File: src/rtl/serRegPkg.sv
package serRegPkg;

  // Strobes sent from the sequencing logic to the datapath, valid for one edge
  typedef struct packed {
    logic shiftIn;   // sample serIn into the command shifter
    logic commit;    // write payload into the selected register
    logic loadRet;   // capture the selected register for read-back
    logic retShift;  // present the next read-back bit
  } ctrlStrobes_t;

endpackage

File: src/rtl/serRegCtrl.sv
module serRegCtrl
  import serRegPkg::*;
#(
  parameter int SEL_W   = 3,
  parameter int DATA_W  = 12,
  parameter int NREGS   = 4
) (
  input  logic                      clk,
  input  logic                      rstN,
  input  logic                      frameAct,
  input  logic [SEL_W+DATA_W-1:0]   cmdShift,
  output ctrlStrobes_t              st
);
  localparam int FRAME_W = 1 + SEL_W + DATA_W;
  localparam int CNT_W   = $clog2(FRAME_W);
  localparam logic [CNT_W-1:0] LAST_IDX = CNT_W'(FRAME_W - 1);
  localparam logic [CNT_W-1:0] SEL_IDX  = CNT_W'(SEL_W);

  logic [CNT_W-1:0] bitCnt;
  logic             readPhase;
  logic             atSel, atLast, rwAtSel, rwAtLast;
  logic [SEL_W-1:0] selAtLast;

  always_comb begin
    atSel     = frameAct && (bitCnt == SEL_IDX);
    atLast    = frameAct && (bitCnt == LAST_IDX);
    // direction flag position depends on how many bits are already shifted in
    rwAtSel   = cmdShift[SEL_W-1];
    rwAtLast  = cmdShift[FRAME_W-2];
    selAtLast = cmdShift[FRAME_W-3 -: SEL_W];

    st.shiftIn  = frameAct;
    st.commit   = atLast && !rwAtLast && (int'(selAtLast) < NREGS);
    st.loadRet  = atSel && rwAtSel;
    st.retShift = frameAct && readPhase;
  end

  always_ff @(posedge clk or negedge rstN) begin
    if (!rstN) begin
      bitCnt    <= '0;
      readPhase <= 1'b0;
    end else if (!frameAct) begin
      bitCnt    <= '0;
      readPhase <= 1'b0;
    end else begin
      bitCnt <= atLast ? '0 : bitCnt + CNT_W'(1);
      if (st.loadRet)  readPhase <= 1'b1;
      else if (atLast) readPhase <= 1'b0;
    end
  end


  commit_not_read_chk: assert property (@(posedge clk) disable iff (!rstN)
    st.commit |-> !readPhase);

endmodule

File: src/rtl/serRegPath.sv
module serRegPath
  import serRegPkg::*;
#(
  parameter int SEL_W   = 3,
  parameter int DATA_W  = 12,
  parameter int NREGS   = 4
) (
  input  logic                      clk,
  input  logic                      rstN,
  input  logic                      serIn,
  input  ctrlStrobes_t              st,
  output logic [SEL_W+DATA_W-1:0]   cmdShift,
  output logic [NREGS*DATA_W-1:0]   regsFlat,
  output logic                      retData,
  output logic                      retOe
);
  localparam int FRAME_W = 1 + SEL_W + DATA_W;

  logic [NREGS-1:0][DATA_W-1:0] regFile;
  logic [DATA_W-1:0]            retWord;
  logic [DATA_W-1:0]            readVal;
  logic [SEL_W-1:0]             selRd, selWr;
  logic [DATA_W-1:0]            payload;

  always_comb begin
    selRd   = {cmdShift[SEL_W-2:0], serIn};
    selWr   = cmdShift[FRAME_W-3 -: SEL_W];
    payload = {cmdShift[DATA_W-2:0], serIn};
    readVal = '0;
    for (int i = 0; i < NREGS; i++)
      if (int'(selRd) == i) readVal = regFile[i];
  end

  always_ff @(posedge clk or negedge rstN) begin
    if (!rstN) cmdShift <= '0;
    else if (st.shiftIn) cmdShift <= {cmdShift[FRAME_W-3:0], serIn};
  end

  always_ff @(posedge clk or negedge rstN) begin
    if (!rstN) regFile <= '0;
    else if (st.commit)
      for (int i = 0; i < NREGS; i++)
        if (int'(selWr) == i) regFile[i] <= payload;
  end

  always_ff @(posedge clk or negedge rstN) begin
    if (!rstN) begin
      retWord <= '0;
      retData <= 1'b0;
      retOe   <= 1'b0;
    end else begin
      if (st.loadRet) retWord <= readVal;
      else if (st.retShift) retWord <= {retWord[DATA_W-2:0], 1'b0};
      retData <= st.retShift ? retWord[DATA_W-1] : 1'b0;
      retOe   <= st.retShift;
    end
  end

  assign regsFlat = regFile;


  reg_hold_chk: assert property (@(posedge clk) disable iff (!rstN)
    !st.commit |=> $stable(regsFlat));


  idle_low_chk: assert property (@(posedge clk) disable iff (!rstN)
    !retOe |-> !retData);


  oe_start_chk: assert property (@(posedge clk) disable iff (!rstN)
    $rose(retOe) |-> $past(st.loadRet, 2));

endmodule

File: src/rtl/serCtrlBank.sv
module serCtrlBank
  import serRegPkg::*;
#(
  parameter int SEL_W   = 3,
  parameter int DATA_W  = 12,
  parameter int NREGS   = 4
) (
  input  logic                    clk,
  input  logic                    rstN,
  input  logic                    frameAct,
  input  logic                    serIn,
  output logic                    retData,
  output logic                    retOe,
  output logic [NREGS*DATA_W-1:0] regsFlat
);
  ctrlStrobes_t                st;
  logic [SEL_W+DATA_W-1:0]     cmdShift;

  serRegCtrl #(.SEL_W(SEL_W), .DATA_W(DATA_W), .NREGS(NREGS)) uCtrl (
    .clk(clk), .rstN(rstN), .frameAct(frameAct), .cmdShift(cmdShift), .st(st)
  );

  serRegPath #(.SEL_W(SEL_W), .DATA_W(DATA_W), .NREGS(NREGS)) uPath (
    .clk(clk), .rstN(rstN), .serIn(serIn), .st(st), .cmdShift(cmdShift),
    .regsFlat(regsFlat), .retData(retData), .retOe(retOe)
  );

endmodule

File: config.mk
export PLATFORM = sky130hd
export DESIGN_NAME = serCtrlBank
export DESIGN_NICKNAME = d
export VERILOG_FILES = /design/src/rtl/serRegPkg.sv /design/src/rtl/serRegCtrl.sv /design/src/rtl/serRegPath.sv /design/src/rtl/serCtrlBank.sv
export SDC_FILE = /design/constraint.sdc
export NUM_CORES = 1
export LEC_CHECK = 0
export ABC_AREA = 0
export BUFFER_PORTS_ARGS = -buffer_cell sky130_fd_sc_hd__buf_2
export CAP_MARGIN = 20
export CORE_MARGIN = 2
export CORE_UTILIZATION = 45
export CTS_BUF_LIST = sky130_fd_sc_hd__clkbuf_4
export DETAILED_ROUTE_END_ITERATION = 8
export PLACE_DENSITY_LB_ADDON = 0.05
export RECOVER_POWER = 100
export SYNTH_ARGS = -nofsm -noshare
export SYNTH_HDL_FRONTEND = slang
export SYNTH_SLANG_ARGS = --single-unit
export TNS_END_PERCENT = 10
File: constraint.sdc
create_clock -name clk -period 1.78 [get_ports clk]
set_clock_uncertainty 0.1 [all_clocks]
set_input_delay 0.445 -clock clk [delete_from_list [all_inputs] [get_ports clk]]
set_output_delay 0.445 -clock clk [all_outputs]
set_load 0.01 [all_outputs]
==> qor.yml <==
postLayoutSetupSlackWorst_ns: 0.009065
ant_nets: 0
switchingPower_uw: 1171
row_count: 32
yosys-top-cells-count: "82 x dfrtp_1, 61 x mux2_2, 29 x nand3_1"
synth-simple-area-share: 0.09846
crit_path_start: "uCtrl.bitCnt[0]$_DFF_PN0_"
crit_buf_inv: 3
cp-end-kind: "flip-flop"
clock-sinks: 82
critical-path-max-stage-delay_ns: 0.41
regToRegSetupSlack_ns: 0.009
slew_headroom: 0.4944
fmax_mhz: 564.7
cts_buffers: 9
path_class: "flip-flop to flip-flop"
grt_pass1_wl_um: 13320
n_antenna_cell: 0
synth_top_area_frac: 0.5626
postRouteWirelength_um: 8523
cp_common_cell: "buf_6"
critical_path.cell_chain: "ha_2, and3_4, buf_6, nand3b_1, buf_6, clkbuf_16, mux2_2"
dpl_cell_area_mm2: 0.004255
cellInternalPower_uw: 3004
crit_arrival_ns: 1.99
synth_top_area_cell: "dfrtp_1"
nFillCells: 689
vias_per_cell: 5.534
worstRegToRegCells: 7
hold_viol: 0
dp.cells: 421
rr_endpoint: "uPath.regsFlat[5]$_DFFE_PN0P_"
maxCapViolCount: 0
postSynthCellCount: 257
synth.distinct_cells: 36
grt-ovfl-total: 0
die-area_mm2: 0.008841
synth_top_flop_cell: "dfrtp_1"
die_h_um: 94.03
grt_pass1_vias: 2414
rr_startpoint: "uCtrl.bitCnt[0]$_DFF_PN0_"
synth_edf_count: 0
dpl_worst_slack_ns: -0.05961
rsz0062_at_grt: "true"
detail_route.first_pass.iterations: 5
yosys.area_share.xor_xnor: 0.002401
cp_max_fo: 4
cts_tree: "built"
p_seq_frac: 0.570
crit_required_ns: 2.00
syn_area_per_cell_um2: 14.19
synthMuxAreaShare: 0.2686
ys_seq_area_frac: 0.5626
power.share.clock: 0.297
syn_nets: 262
die_w_um: 94.03
routedWlPerCell_um: 19.20
fin_cells: 444
hold_class: "flip-flop to flip-flop"
drv_slew: 0
power_per_cell_area_mw_per_mm2: 928.3
clockBufferDepth: 2
synthAdderAreaFrac: 0.003431
swShare: 0.2805
synth.area.top_cells: "dfrtp_1 56%, mux2_2 19%, mux4_2 7.4%"
htreeDepth: 3
ir_worst_vdd_v: 0.0005749
root_buffer: "clkbuf_4"
cp_slowest_cell: "dfrtp_1"
portBuffers: 53
ys_async_sr_fraction: 1.000
post-synth-top-count-cell: "dfrtp_1"
power_frac_comb: 0.133
drc: 0
drt_iter0_drc: 79
crit_end: "uPath.regsFlat[5]$_DFFE_PN0P_"
drive_above_1_share: 0.3743
fin_crit_sh: 0.9949
cp_top_family: "flip-flops"
area.growth.synth_to_final_pct: 23.33
initial_utilization: 0.4671
grt_max_degree: 31
worstSkewPairLatency_ns: 0.42
pin_count: 54
design_area_mm2: 0.004498
status: "complete, no violations"
layout.nets: 342
grt_use_total: 0.2020
grt_antenna_before_repair: 0
holdCritStartpoint: "uPath.retWord[0]$_DFFE_PN0P_"
ys_ff_latch: 82
tightest_slew_ns: 0.7583
period_minus_slack_ns: 1.771
tns_ns: 0
dpl.hpwl_um: 5538
clk_pin_slew_ns: 0.13
netlist_area_mm2: 0.003647
synth_top_family_by_area: "multiplexers"
synth_compound_area_frac: 0.03877
cp.depth: 7
vias: 2457
yosys_warnings: 0
whs_ns: 0.4283
worstSetupStartpointType: "flip-flop"
gp_congestion: 0.7384
setup_viol: 0
leakage_uw: 0.002050
core_mm2: 0.007807
[registers in the layout, summed over array words and instances, names as in the netlist]
name,flops
uCtrl.bitCnt,4
uCtrl.readPhase,1
uPath.cmdShift,15
uPath.regsFlat,48
uPath.retData,1
uPath.retOe,1
uPath.retWord,12
[power groups by stage]
stage	Clock (µW)	Combinational (µW)	Sequential (µW)
finish	1240	555	2380
global route	1370	623	2420
CTS	1270	561	2370
detailed placement	0	557	2410
global placement	0	548	2410
floorplan	0	401	2310
[kinds of logic after synthesis]
logic type | count (synthesis)
compound gates | 22
mux | 75
xor+xnor | 1
simple gates | 56
fa+ha+maj | 1
flops | 82
buf+inv | 20
[per-stage QoR]
step,total power [µW],util
after floorplan,2715,-
after global placement,2957,0.5450
after detailed placement,2967,0.5450
after CTS,4204,0.5675
after global routing,4413,0.5761
final,4175,0.5761
[per-layer routing]
| layer | wire (µm) | global-route usage | vias to the layer above |
|---|---|---|---|
| li1 | - | - | 1118 |
| met1 | 4308 | 0.3111 | 1278 |
| met2 | 3768 | 0.2893 | 54 |
| met3 | 369 | 0.05056 | 7 |
| met4 | 76 | 0.04348 | 0 |
| met5 | 0 | 0 | - |
[final cells by class]
class,count,area (µm²),share of cell area
sequential,82,2052,0.4562
tap,102,127.6,0.02837
clock buffer,11,82.58,0.01836
inverter,3,11.26,0.002503
clock inverter,5,78.83,0.01752
timing repair buffer,86,596.8,0.1327
multi-input combinational,155,1549,0.3444
[cells in the final DEF, fill, tap and decap left out, types with 3 or more instances in the layout]
| cell type | Yosys | final |
|---|---|---|
| clkbuf_1 | 8 | 52 |
| buf_4 | 1 | 14 |
| a21oi_1 | 4 | 4 |
| nand3_1 | 29 | 29 |
| dfrtp_1 | 82 | 82 |
| buf_6 | 1 | 5 |
| mux2_4 | 0 | 10 |
| buf_12 | 0 | 8 |
| a31oi_1 | 9 | 9 |
| nor2b_1 | 10 | 10 |
| mux2_2 | 61 | 51 |
| inv_1 | 3 | 3 |
| mux4_2 | 12 | 12 |
| clkbuf_4 | 0 | 11 |
| o21ai_0 | 3 | 3 |
[worst reg2reg max path, cell delays in order (launching register included)]
cell,delay (ns)
dfrtp_1,0.41
ha_2,0.19
and3_4,0.16
buf_6,0.12
nand3b_1,0.09
buf_6,0.13
clkbuf_16,0.14
mux2_2,0.33
[how the worst min path moves through the flow]
stage	to	slack (ns)	cells past startpoint
final	uPath.retWord[0]$_DFFE_PN0P_	0.43	1
after global routing	uPath.regsFlat[12]$_DFFE_PN0P_	0.43	2
after CTS	uPath.regsFlat[27]$_DFFE_PN0P_	0.37	2
after detailed placement	uPath.regsFlat[27]$_DFFE_PN0P_	0.30	1
after global placement	uPath.regsFlat[27]$_DFFE_PN0P_	0.30	1
after floorplan	uCtrl.bitCnt[0]$_DFF_PN0_	0.05	0
[what timing repair did]
action | CTS | global route
pin swaps | 0 | 1
setup endpoints to repair | 3 | 12
resized for setup | 1 | 18
setup buffers | 0 | 4
gates cloned | 0 | 2
hold buffers | 1 | 0
hold endpoints to repair | 24 | 0
Note: power is estimated with default switching activity, not from simulation.
